--- config.mk ---
export PLATFORM = sky130hd
export DESIGN_NAME = uart_char_tx
export DESIGN_NICKNAME = d
export VERILOG_FILES = /design/src/rtl/uart_char_tx.sv
export SDC_FILE = /design/constraint.sdc
export NUM_CORES = 1
export LEC_CHECK = 0
export CORE_MARGIN = 5
export CORE_UTILIZATION = 40
export CTS_BUF_LIST = sky130_fd_sc_hd__clkbuf_2
export CTS_CLUSTER_SIZE = 10
export DETAILED_ROUTE_END_ITERATION = 10
export GPL_TIMING_DRIVEN = 0
export SLEW_MARGIN = 20
export SYNTH_ARGS = -nofsm -noshare
export SYNTH_HDL_FRONTEND = slang
export SYNTH_SLANG_ARGS = --single-unit
--- constraint.sdc ---
create_clock -name clk -period 2.1 [get_ports clk]
set_input_delay 0.525 -clock clk [delete_from_list [all_inputs] [get_ports clk]]
set_output_delay 0.525 -clock clk [all_outputs]
set_load 0.01 [all_outputs]
--- src/rtl/uart_char_tx.sv ---
module uart_char_tx (
  input  logic       clk,
  input  logic       rst_n,
  input  logic       bit_en,
  input  logic [2:0] fmt,
  input  logic [1:0] tx_ctl,
  input  logic       wr_en,
  input  logic [7:0] wr_data,
  output logic       txd,
  output logic       rts_out,
  output logic       tx_irq,
  output logic       hold_empty,
  output logic       tx_idle
);
  localparam int FW = 12;
  localparam int CW = 4;

  logic [7:0]    hold_q;
  logic          hold_full;
  logic [FW-1:0] sh_q;
  logic [CW-1:0] cnt_q;
  logic          busy;
  logic          brk_line;

  logic          wide, par_on, two_stop, par_bit, brk_req, boundary, load;
  logic [FW-1:0] frame;
  logic [CW-1:0] flen;

  assign wide     = fmt[2];
  assign par_on   = (fmt[2:1] != 2'b10);
  assign two_stop = wide ? (fmt[1:0] == 2'b00) : ~fmt[1];
  assign par_bit  = (^(wide ? hold_q : {1'b0, hold_q[6:0]})) ^ fmt[0];
  assign flen     = CW'(9) + CW'(wide) + CW'(par_on) + CW'(two_stop);

  always_comb begin
    frame    = '1;
    frame[0] = 1'b0;
    for (int i = 0; i < 8; i++)
      if (i < 7 || wide) frame[i+1] = hold_q[i];
    if (par_on) frame[wide ? 9 : 8] = par_bit;
  end

  assign brk_req  = (tx_ctl == 2'b11);
  assign boundary = bit_en && (!busy || cnt_q == CW'(1));
  assign load     = boundary && hold_full && !brk_req;

  assign rts_out    = (tx_ctl == 2'b10);
  assign hold_empty = !hold_full;
  assign tx_irq     = (tx_ctl == 2'b01) && hold_empty;
  assign tx_idle    = hold_empty && !busy;
  assign txd        = busy ? sh_q[0] : !brk_line;

  always_ff @(posedge clk or negedge rst_n) begin
    if (!rst_n) begin
      hold_q    <= '0;
      hold_full <= 1'b0;
    end else if (wr_en) begin
      hold_q    <= wr_data;
      hold_full <= 1'b1;
    end else if (load) begin
      hold_full <= 1'b0;
    end
  end

  always_ff @(posedge clk or negedge rst_n) begin
    if (!rst_n) begin
      sh_q     <= '1;
      cnt_q    <= '0;
      busy     <= 1'b0;
      brk_line <= 1'b0;
    end else if (boundary) begin
      busy     <= load;
      brk_line <= brk_req;
      if (load) begin
        sh_q  <= frame;
        cnt_q <= flen;
      end
    end else if (bit_en) begin
      sh_q  <= {1'b1, sh_q[FW-1:1]};
      cnt_q <= cnt_q - CW'(1);
    end
  end


  line_tick_chk: assert property (@(posedge clk) disable iff (!rst_n)
    !$stable(txd) |-> $past(bit_en));

  fill_chk: assert property (@(posedge clk) disable iff (!rst_n)
    $fell(hold_empty) |-> $past(wr_en));

  drain_chk: assert property (@(posedge clk) disable iff (!rst_n)
    $rose(hold_empty) |-> $past(bit_en));

  start_chk: assert property (@(posedge clk) disable iff (!rst_n)
    $rose(busy) |-> !txd);

  idle_chk: assert property (@(posedge clk) disable iff (!rst_n)
    tx_idle |-> hold_empty);
endmodule

### Yosys cells after proc, flatten, opt, wreduce, memory -nomap -nowiden

Cells that the tools add are included.

* bits in registers: 27
* input bits: 17
* output and inout bits: 5
* word-level logic and storage cells: 53

* add/subtract/negate cells: 4
* $lt $le $gt $ge: 2
* equality and inequality tests: 6
* mux-type cells: 17
* bitwise logic cells: 2
* reduce and logical (&&, ||, !) cells: 16

Operators by type and width (number)
* 12-bit 2-to-1 mux: 4
* 12-bit bitwise mux: 1
* 4-bit 2-to-1 mux: 3
* 4-bit by 1-bit adder with 4-bit output: 2
* 8-bit 2-to-1 mux: 1
* 8-bit XOR reduction: 1
* 1-bit 2-to-1 mux: 7
* 1-bit logical AND: 6
* 4-bit by 5-bit < comparator with 1-bit output, second input constant: 1
* 4-bit by 1-bit adder with 4-bit output, first input constant: 1
* 1-bit demux with 4-bit select: 1
* 2-bit equality test, second input constant: 2
* 4-bit by 1-bit equality test with 1-bit output, second input constant: 1
* 4-bit by 1-bit >= comparator with 1-bit output, second input constant: 1
* 1-bit zero test: 4
* 2-bit nonzero test: 2
* 4-bit by 1-bit subtractor with 4-bit output, second input constant: 1
* 2-bit by 1-bit equality test with 1-bit output, second input constant: 1
* 2-bit zero test: 1
* 2-bit by 1-bit != test with 1-bit output, second input constant: 1
* 2-bit != test, second input constant: 1
* 2-bit AND reduction: 1
* 1-bit logical OR: 1
* 1-bit NOT: 1
* 1-bit XOR: 1

### Longest topological paths before layout

* depth in word-level cells: 9
* gate-level depth with buffers: 8
* mapped depth without buffers: 7

### Worst setup path after synthesis

Ideal clock, no wire load.

* kind: reg-to-reg
* from: register cnt_q[1]
* to: register cnt_q[2]
* library setup time: 0.133 ns
* arrival time: 1.437 ns
* data required time: 1.967 ns
* setup slack: 0.530 ns
* cell stages (with the launch flop): 8
* path buffers: 0
* clock period less this slack: 1.570 ns
* cell sequence: dfrtp_1 inv_1 ha_1 inv_1 o31ai_4 nand2_1 o21ai_0 a22oi_2

* longest elaborated chain between the ends: 7
* elaborated cells between the ends (all ways): 11
* classes of those cells: add/sub: 1; eq/ne: 2; mux: 2; reduce/logical: 6

Ends and longest elaborated chain
* from (decl): RTL line 21 `logic [CW-1:0] cnt_q;`
* from (signal assigned): RTL line 76 `cnt_q <= flen;`
* from (signal assigned): RTL line 80 `cnt_q <= cnt_q - CW'(1);`
* 4-bit by 1-bit equality test with 1-bit output: RTL line 44 `assign boundary = bit_en && (!busy || cnt_q == CW'(1));`
* 1-bit logical OR: RTL line 44
* 1-bit logical AND: RTL line 44
* 1-bit logical AND (2 in series): RTL line 45 `assign load = boundary && hold_full && !brk_req;`
* 2-bit by 1-bit != test with 1-bit output (no line)
* 2-bit AND reduction (no line)

Several ways; a longest one is shown, not always the timed one. The select of a mux whose other input is x is not followed.
A chain may end at the register's enable or synchronous reset.

### Final worst setup path

* from: register hold_full
* to: output port hold_empty

* longest elaborated chain between the ends: 1

Ends and longest elaborated chain
* from (decl): RTL line 19 `logic hold_full;`
* from (signal assigned): RTL line 56 `hold_full <= 1'b0;`
* from (signal assigned): RTL line 59 `hold_full <= 1'b1;`
* from (signal assigned): RTL line 61 `hold_full <= 1'b0;`
* 1-bit zero test: RTL line 48 `assign hold_empty = !hold_full;`
* to (decl): RTL line 12 `output logic hold_empty,`

Every way passes these cells.

==> results.toml <==
[status]
status = "finished clean"

[floorplan]
rows = 21
start_util_pct = 40.72
die_w_um = 67.83
dieHeight_um = 67.83
dieArea_um2 = 4600
io_pins = 22
core_area_um2 = 3284

[synth]
synth_cell_types = 32
yosysTopAreaCellShare_pct = 28.06
synth_edf_count = 0
syn-num-nets = 155
synth_top_family_by_area = "compound AO/OA/AOI/OAI gates"
syn_area_um2 = 1338
ys.warnings.count = 0
synth_area_leaders = "dfrtp_1, dfstp_2, mux2_2"
ys_seq_area_share_pct = 47.71
synth.avg_cell_area_um2 = 9.982
synthArstFlopShare_pct = 100.0
synthMuxAreaShare_pct = 6.735
synth_xor_area_share_pct = 5.239
yosys.area_share.adder_pct = 3.742
synth_top_area_cell = "dfrtp_1"
yosys_register_bits = 25
ys.flop_type = "dfrtp_1"
synth_compound_area_share_pct = 17.31
synthSimpleGateAreaFrac_pct = 14.41
synthCells = 134

[global_route]
grt_max_degree = 26
overflow = 0
antenna_found_initial = 0
grt_use_total_pct = 13.11
grt_first_pass_wirelength_um = 4512
grt_pass1_vias = 983

[flow_run]
maxCapViolations = 0

[placement]
io_buffers = 19
hpwlAfterDp_um = 1950
dp_worst_setup_slack_ns = -0.1818
place.gp.congestion = 0.7891
place_area_um2 = 1580

[sta]
tightestPinTransition_ns = 0.5612
rsz0062_at_grt = "false"
fmax_ghz = 0.5023
final-max-slew-violation-count = 0
timing.slew.headroom_pct = 62.59
final.setup_skew_ns = 0.01060
finalCriticalPeriod_ns = 1.991
hold_viol = 0
finalSetupViolations = 0
layout_setup_ws_ns = 0.1092
fin_crit_sh_pct = 94.80

[worst_hold_path]
hp-class = "in2async"

[drt]
wl_per_cell_um = 13.06
drt-pass1-iter-count = 4
viasPerCell = 4.970
drc = 0
ant_nets = 0
drt_wl_total_um = 2652
drt-initial-drc-count = 61
dr_total_vias = 1009

[finish]
mostFrequentLayoutCells = "nand2_1, dfrtp_1, clkdlybuf4s50_1"
n_antenna_cell = 0
drive_gt1_share_pct = 21.66
final_common_cell = "nand2_1"
fill_cells = 325
final_nets = 179
syn_to_final_growth_pct = 19.55
design_area_um2 = 1599

[power_and_ir_drop]
ir_worst_vdd_v = 0.0003624
p_leak_nw = 0.6629
power_density_nw_per_um2 = 1091

[setup_path]
crit_fanout = 7
reg2reg_slack_ns = 0.26
cp-end-kind = "output pin"
worst_ep_arrival_time_ns = 1.47
r2r_start = "cnt_q[1]$_DFFE_PN0P_"
critical_path_class = "reg2out"
cp-start-kind = "flip-flop"
critPathRequiredTime_ns = 1.57
r2r_cells = 7
r2r-end = "sh_q[9]$_DFFE_PN1P_"

[clock_network]
cts_tree = "yes"
clk_pin_slew_ns = 0.27
cts_root_buf = "clkbuf_2"
clk_path_buf_depth = 2
post_cts_resized = 4
postCtsSetupBuffers = 0
cts.sinks = 25
ctsHoldBuffers = 0
clock_latency_ns = 0.37
htree_levels = 1
cts_made_buffers = 3
through the flow:
step / hold WS, ns / std cells / total power, mW / TNS, ns / utilization [%]
after floorplan: 0.2294 / 134 / 1.358 / 0 / -
after global placement: 0.4569 / 199 / 1.557 / -0.3308 / 48.27
after detailed placement: 0.4747 / 199 / 1.579 / -0.4082 / 48.11
after global routing: 0.07784 / 203 / 1.901 / 0 / 48.69
after CTS: 0.1044 / 203 / 1.768 / 0 / 48.65
final: 0.09128 / 203 / 1.744 / 0 / 48.69
cells by family after synthesis:
logic type | Yosys count
adders and majority gates | 4
DFF | 25
and+or+nand+nor | 45
xor gates and xnor gates | 8
buffers and inverters | 12
AOI/OAI and AO/OA | 32
muxes | 8
synthesized netlist by cell type (all sizes together), types with 4 or more instances:
cell and n:
a21oi 5, clkbuf 4, mux2 8, xnor2 7, o21ai 9, a31oi 9
dfstp 10, dfrtp 15, nor2 13, nand2 21, inv 6, nand3 4
ha 4
how the worst max path moves through the flow:
stage,from,end,slack [ns]
after detailed placement,tx_ctl[0],tx_irq,-0.18
final,hold_full$_DFFE_PN0P_,hold_empty,0.11
after global routing,hold_full$_DFFE_PN0P_,hold_empty,0.02
after global placement,tx_ctl[0],tx_irq,-0.17
after CTS,hold_full$_DFFE_PN0P_,hold_empty,0.07
after floorplan,cnt_q[1]$_DFFE_PN0P_,cnt_q[2]$_DFFE_PN0P_,0.53
state kept, by name, summed over array words and instances (netlist names):
register / count
brk_line: 1
busy: 1
cnt_q: 4
hold_full: 1
hold_q: 8
sh_q: 10
routing by layer:
| metal | GRT usage (%) | share of wire (%) |
|---|---|---|
| met1 | 17.03 | 46 |
| met5 | 0 | 0 |
| met4 | 5.955 | 2.0 |
| met3 | 2.463 | 2.8 |
| met2 | 21.14 | 49 |
worst max-delay path, cell delays in order, from the launching register on:
cell and delay [ns]:
dfrtp_2 0.51, inv_1 0.07, clkdlybuf4s50_1 0.53
final cells by class:
type / count / area (um^2) / area share (%)
multi-input combinational: 97 / 634.4 / 39.67
tap: 46 / 57.56 / 3.599
buffer: 6 / 42.54 / 2.660
clock inverter: 1 / 7.507 / 0.4695
sequential: 25 / 639.4 / 39.98
timing repair buffer: 19 / 180.2 / 11.27
clock buffer: 3 / 15.01 / 0.9390
inverter: 6 / 22.52 / 1.408
report_power, final:
group	total [mW]	internal (mW)	switching, mW
registers	0.822	0.704	0.118
clock network	0.205	0.0441	0.161
logic	0.717	0.327	0.390
No activity file was read; power rests on OpenSTA's default activity.
